--- src/rtl/can_irq_flags.sv ---
module can_irq_flags (
  input  logic       clk,
  input  logic       rst_n,
  input  logic [7:0] ev_set,
  input  logic [7:0] cause_hold,
  input  logic       op_valid,
  input  logic       op_sel,
  input  logic [7:0] op_mask,
  input  logic [7:0] op_data,
  input  logic       rd_sel,
  output logic [7:0] rd_data,
  output logic       irq_n,
  output logic [2:0] irq_code,
  output logic [1:0] rxfull_n
);
  localparam int B_RX0 = 0, B_RX1 = 1, B_TX0 = 2, B_TX1 = 3, B_TX2 = 4, B_ERR = 5, B_WAK = 6;

  logic [7:0] flags_q, en_q, flags_d, en_d, flags_mod, pend;
  logic       irq_n_q;

  assign flags_mod = (op_valid && !op_sel) ? ((flags_q & ~op_mask) | (op_data & op_mask)) : flags_q;
  assign flags_d   = flags_mod | (flags_q & cause_hold) | ev_set;
  assign en_d      = (op_valid && op_sel) ? ((en_q & ~op_mask) | (op_data & op_mask)) : en_q;

  always_ff @(posedge clk) begin
    if (!rst_n) begin
      flags_q <= 8'h00;
      en_q    <= 8'h00;
      irq_n_q <= 1'b1;
    end else begin
      flags_q <= flags_d;
      en_q    <= en_d;
      irq_n_q <= ~|(flags_d & en_d);
    end
  end

  assign pend = flags_q & en_q;

  always_comb begin
    if      (pend[B_ERR]) irq_code = 3'd1;
    else if (pend[B_WAK]) irq_code = 3'd2;
    else if (pend[B_TX0]) irq_code = 3'd3;
    else if (pend[B_TX1]) irq_code = 3'd4;
    else if (pend[B_TX2]) irq_code = 3'd5;
    else if (pend[B_RX1]) irq_code = 3'd6;
    else if (pend[B_RX0]) irq_code = 3'd7;
    else                  irq_code = 3'd0;
  end

  assign irq_n    = irq_n_q;
  assign rd_data  = rd_sel ? en_q : flags_q;
  assign rxfull_n = ~flags_q[1:0];

  assert_irq_matches_R3: assert property (@(posedge clk) disable iff (!rst_n)
    irq_n == ~|(flags_q & en_q));
  assert_no_irq_when_disabled_R3: assert property (@(posedge clk) disable iff (!rst_n)
    (en_q == 8'h00) |-> irq_n);
  assert_set_wins_R6: assert property (@(posedge clk) disable iff (!rst_n)
    (|ev_set) |=> ((flags_q & $past(ev_set)) == $past(ev_set)));
  assert_hold_keeps_R5: assert property (@(posedge clk) disable iff (!rst_n)
    (|(flags_q & cause_hold)) |=> ((flags_q & $past(flags_q & cause_hold)) == $past(flags_q & cause_hold)));
  assert_code_implies_irq_R8: assert property (@(posedge clk) disable iff (!rst_n)
    (irq_code != 3'd0) |-> !irq_n);
  assert_enable_untouched_R4: assert property (@(posedge clk) disable iff (!rst_n)
    !(op_valid && op_sel) |=> $stable(en_q));
endmodule

--- config.mk ---
export PLATFORM = sky130hd
export DESIGN_NAME = can_irq_flags
export DESIGN_NICKNAME = d
export VERILOG_FILES = /design/src/rtl/can_irq_flags.sv
export SDC_FILE = /design/constraint.sdc
export NUM_CORES = 1
export LEC_CHECK = 0
export ABC_AREA = 1
export BUFFER_PORTS_ARGS = -buffer_cell sky130_fd_sc_hd__buf_2
export CAP_MARGIN = 20
export CORE_ASPECT_RATIO = 1.4
export CORE_MARGIN = 5
export CORE_UTILIZATION = 49
export DETAILED_ROUTE_END_ITERATION = 10
export HOLD_SLACK_MARGIN = 0.06
export PLACE_DENSITY = 0.83
export SETUP_SLACK_MARGIN = 0.05
export SYNTH_ARGS = -nofsm -noshare
export SYNTH_HDL_FRONTEND = slang
export SYNTH_SLANG_ARGS = --single-unit
--- constraint.sdc ---
create_clock -name clk -period 3.62 [get_ports clk]
set_clock_uncertainty 0.2 [all_clocks]
set_input_delay 0.724 -clock clk [delete_from_list [all_inputs] [get_ports clk]]
set_output_delay 0.724 -clock clk [all_outputs]
set_load 0.05 [all_outputs]
Word-level counts from Yosys, hierarchy flattened

Cells that the tools add are included.

Register bits: 17
Bits of input ports: 37
Output and inout bits: 14
Logic and storage cells: 30

Muxes and demuxes: 10
Bitwise gates (word level): 12
Reductions and logical operators: 5

Operator list:

| cell               | count |
|---|---|
| 8-bit bitwise AND  | 5 |
| 8-bit bitwise OR   | 4 |
| 8-bit 2-to-1 mux   | 3 |
| 3-bit 2-to-1 mux   | 7 |
| 8-bit inverter     | 1 |
| 8-bit OR reduction | 1 |
| 7-bit bitwise AND  | 1 |
| 1-bit logical AND  | 2 |
| 1-bit logical NOT  | 2 |
| 2-bit inverter     | 1 |

Logic depth before layout (Yosys ltp)

Word-level depth: 9
Mapped depth: 11
Depth with buffers taken out: 10

Worst setup path after synthesis

OpenSTA, ideal clock, no wires.

Kind: input -> output
Start: in rd_sel
End: out rd_data[4]
Arrival: 2.017 ns
Required time: 2.696 ns
Slack: 0.679 ns
Stages on the path: 2
Path buffers: 1
Cell sequence: clkbuf_1 > o21ai_0

Word-level cells in the longest chain between the ends: 1

Ends and longest elaborated chain:

| what             | line | source |
|---|---|---|
| from (decl)      | 10   | `input logic rd_sel,` |
| 8-bit 2-to-1 mux | 51   | `assign rd_data = rd_sel ? en_q : flags_q;` |
| to (decl)        | 11   | `output logic [7:0] rd_data,` |

No other way between the ends.

Worst setup path in the final report

Start: in rd_sel
End: out rd_data[7]

The elaborated chain is that of the path after synthesis.

==> impl_metrics.env <==
export IMPL_postSynthAreaPerCell_um2=5.704
export IMPL_die_width_um=50.27
export IMPL_grt_start_max_net_pins=17
export IMPL_drcViolationCount=0
export IMPL_syn_nets=232
export IMPL_fin_tns_setup_ns=0
export IMPL_synth_top_cell_area_share=0.3060
export IMPL_kind_of_end_point_of_the_critical_path="output port"
export IMPL_synth_area_leaders="sky130_fd_sc_hd__dfxtp_1, sky130_fd_sc_hd__nand2_1, sky130_fd_sc_hd__inv_1"
export IMPL_path_clk_slew_ns=0.11
export IMPL_max_slew_worst_pin_slew_ns=0.5073
export IMPL_start_util=0.5109
export IMPL_detail_route_iter0_violations=31
export IMPL_status="completed"
export IMPL_mean_number_of_vias_per_cell=4.847
export IMPL_post_route_worst_setup_slack_ns=1.151
export IMPL_arrival_ns=1.55
export IMPL_min_delay_endpoint="flags_q[7]"
export IMPL_count_of_inserted_antenna_diode_cells=0
export IMPL_crit_reg2reg_capture="irq_n"
export IMPL_yosysSeqAreaShare=0.3060
export IMPL_internal_power_uw=290.4
export IMPL_reg2regPathDepth=7
export IMPL_post_cts_resized=0
export IMPL_rsz0062_at_grt="no"
export IMPL_post_cts_hold_buffer_count=0
export IMPL_yosysTopAreaCell="sky130_fd_sc_hd__dfxtp_1"
export IMPL_finalSetupViolCount=0
export IMPL_detail_route_wl_per_cell_um=10.42
export IMPL_area_growth_from_synthesis_to_layout_pct=25.76
export IMPL_number_of_antenna_violations_at_the_first_check_in_global_routing=0
export IMPL_layout_drive_gt1_share=0.2480
export IMPL_num_io_pins=51
export IMPL_tritoncts_num_buffers=3
export IMPL_via_count=1299
export IMPL_power_density_cell_area_mw_per_mm2=335.7
export IMPL_cts_tree="done"
export IMPL_yosys_register_bits=17
export IMPL_power_frac_seq=0.442
export IMPL_p_leak_nw=0.8294
export IMPL_final_cell_count_no_fill=268
export IMPL_max_freq_ghz=0.4050
export IMPL_globalplace_congestion=0.7699
export IMPL_final_period_minus_worst_setup_slack_ns=2.469
export IMPL_dieArea_mm2=0.003336
export IMPL_startpoint_type="primary input"
export IMPL_synthesis_yosys_warnings=0
export IMPL_numPortBuffers=50
export IMPL_worst_slew_margin_rel=0.6614
export IMPL_syn_area_mm2=0.001112
export IMPL_yosys_cell_types_count=19
export IMPL_fp_row_count=20
export IMPL_htree_num_levels=1
export IMPL_worst_setup_path_type="primary input to output port"
export IMPL_min_delay_path_depth=2
export IMPL_cp_required_ns=2.70
export IMPL_post_cts_setup_repair_buffer_count=0
export IMPL_critical_path_max_fanout=15
export IMPL_placedCellCount=264
export IMPL_finish_utilization=0.6425
export IMPL_worst_hold_startpoint="flags_q[7]"
export IMPL_sw_frac_of_total=0.3817
export IMPL_cts_root_buffer_cell="sky130_fd_sc_hd__clkbuf_4"
export IMPL_ir_drop_v=0.0002154
export IMPL_place_area_mm2=0.001371
export IMPL_die_height_um=66.38
export IMPL_most_common_cell_after_layout_fill_and_taps_aside="sky130_fd_sc_hd__nand2_1"
export IMPL_post_place_ws_ns=1.155
export IMPL_p_switching_uw=179.2
export IMPL_final_nets=284
export IMPL_cts_sinks=17
export IMPL_p_total_uw=469.6
export IMPL_min_period_over_period=0.6821
export IMPL_hpwlAfterDp_mm=2.242
export IMPL_report_final_slew_viol_count=0
export IMPL_number_of_instances_in_the_synthesized_netlist=195
export IMPL_timing_final_hold_violations=0
export IMPL_clockPowerShare=0.222
export IMPL_final_antenna_net_count=0
export IMPL_hold_path_class="register to register"
export IMPL_postRouteWirelength_mm=2.793
export IMPL_drv_cap=0
export IMPL_finalHoldWorstSlack_ns=0.3304
export IMPL_crit_reg2reg_launch="flags_q[6]"
export IMPL_final_cell_mix="sky130_fd_sc_hd__nand2_1, sky130_fd_sc_hd__buf_2, sky130_fd_sc_hd__inv_1"
export IMPL_fin_area_mm2=0.001399
export IMPL_nFillCells=234
export IMPL_clock_latency_of_the_later_clocked_register_in_the_worst_skew_pair_ns=0.30
export IMPL_track_usage=0.1767
export IMPL_combPwrFrac=0.336
export IMPL_wire_length_of_the_first_global_routing_pass_mm=4.719
export IMPL_drtPass1Iterations=4
export IMPL_coreArea_mm2=0.002177
export IMPL_grt_pass1_vias=1197
export IMPL_r2r_slack_ns=2.37
export IMPL_globalRouteOverflowTotal=0
export IMPL_clock_path_buffers=2
## sequential cells by signal, summed over array words and instances, names as in the netlist
| register | flops |
|---|---|
| en_q | 8 |
| flags_q | 8 |
| irq_n | 1 |
## worst max-delay path, stage by stage
cell and delay, ns:
sky130_fd_sc_hd__buf_2 0.25, sky130_fd_sc_hd__mux2_2 0.36, sky130_fd_sc_hd__buf_2 0.21
## metal layers
metal | track usage | wire (um) | vias up | part of all wire
met4 | 0.05902 | 25 | 0 | 0.0090
met5 | 0 | 0 | - | 0
li1 | - | - | 700 | -
met1 | 0.2099 | 1172 | 558 | 0.42
met2 | 0.3129 | 1412 | 37 | 0.51
met3 | 0.02935 | 183 | 4 | 0.066
## synthesized netlist by cell type
library cell	instances
sky130_fd_sc_hd__nor2_1	23
sky130_fd_sc_hd__buf_6	1
sky130_fd_sc_hd__inv_2	2
sky130_fd_sc_hd__dfxtp_1	17
sky130_fd_sc_hd__nor2_2	1
sky130_fd_sc_hd__o21bai_1	5
sky130_fd_sc_hd__a21oi_1	11
sky130_fd_sc_hd__o21ai_0	10
sky130_fd_sc_hd__clkbuf_1	2
sky130_fd_sc_hd__nor3_1	1
sky130_fd_sc_hd__inv_4	1
sky130_fd_sc_hd__nand3_1	7
sky130_fd_sc_hd__a31oi_1	2
sky130_fd_sc_hd__nand2_1	77
sky130_fd_sc_hd__a21o_1	1
sky130_fd_sc_hd__o21ai_1	4
sky130_fd_sc_hd__nand2_4	2
sky130_fd_sc_hd__mux2_2	1
sky130_fd_sc_hd__inv_1	27
## kinds of logic after synthesis
family	synth area share
AOI/OAI and AO/OA	0.1642
buffers and inverters	0.1204
DFF	0.3060
muxes	0.01012
and+or+nand+nor	0.3993
## area by class of cell
cell class	count	area, um2	area share
repair buffers	50	250.2	0.1789
clock inverters	1	5.005	0.003578
inverters	30	115.1	0.08229
well taps	22	27.53	0.01968
multi-input cells	145	638.1	0.4562
flip-flops and latches	17	340.3	0.2433
clock buffers	3	22.52	0.01610
## worst max path at each step
stage / startpoint / endpoint / slack [ns]
3_5_place_dp: rd_sel / rd_data[7] / 1.15
6_report: rd_sel / rd_data[7] / 1.15
4_1_cts: rd_sel / rd_data[7] / 1.15
3_3_place_gp: rd_sel / rd_data[7] / 1.17
5_1_grt: rd_sel / rd_data[7] / 1.11
2_1_floorplan: rd_sel / rd_data[4] / 0.68
## power groups by stage
| stage | Sequential [mW] | Combinational, mW | Clock, mW |
|---|---|---|---|
| final | 0.208 | 0.158 | 0.104 |
| after global routing | 0.210 | 0.175 | 0.113 |
| after CTS | 0.208 | 0.159 | 0.106 |
| after detailed placement | 0.212 | 0.158 | 0 |
| after global placement | 0.212 | 0.156 | 0 |
| after floorplan | 0.216 | 0.107 | 0 |
(Power assumes the default switching activity.)
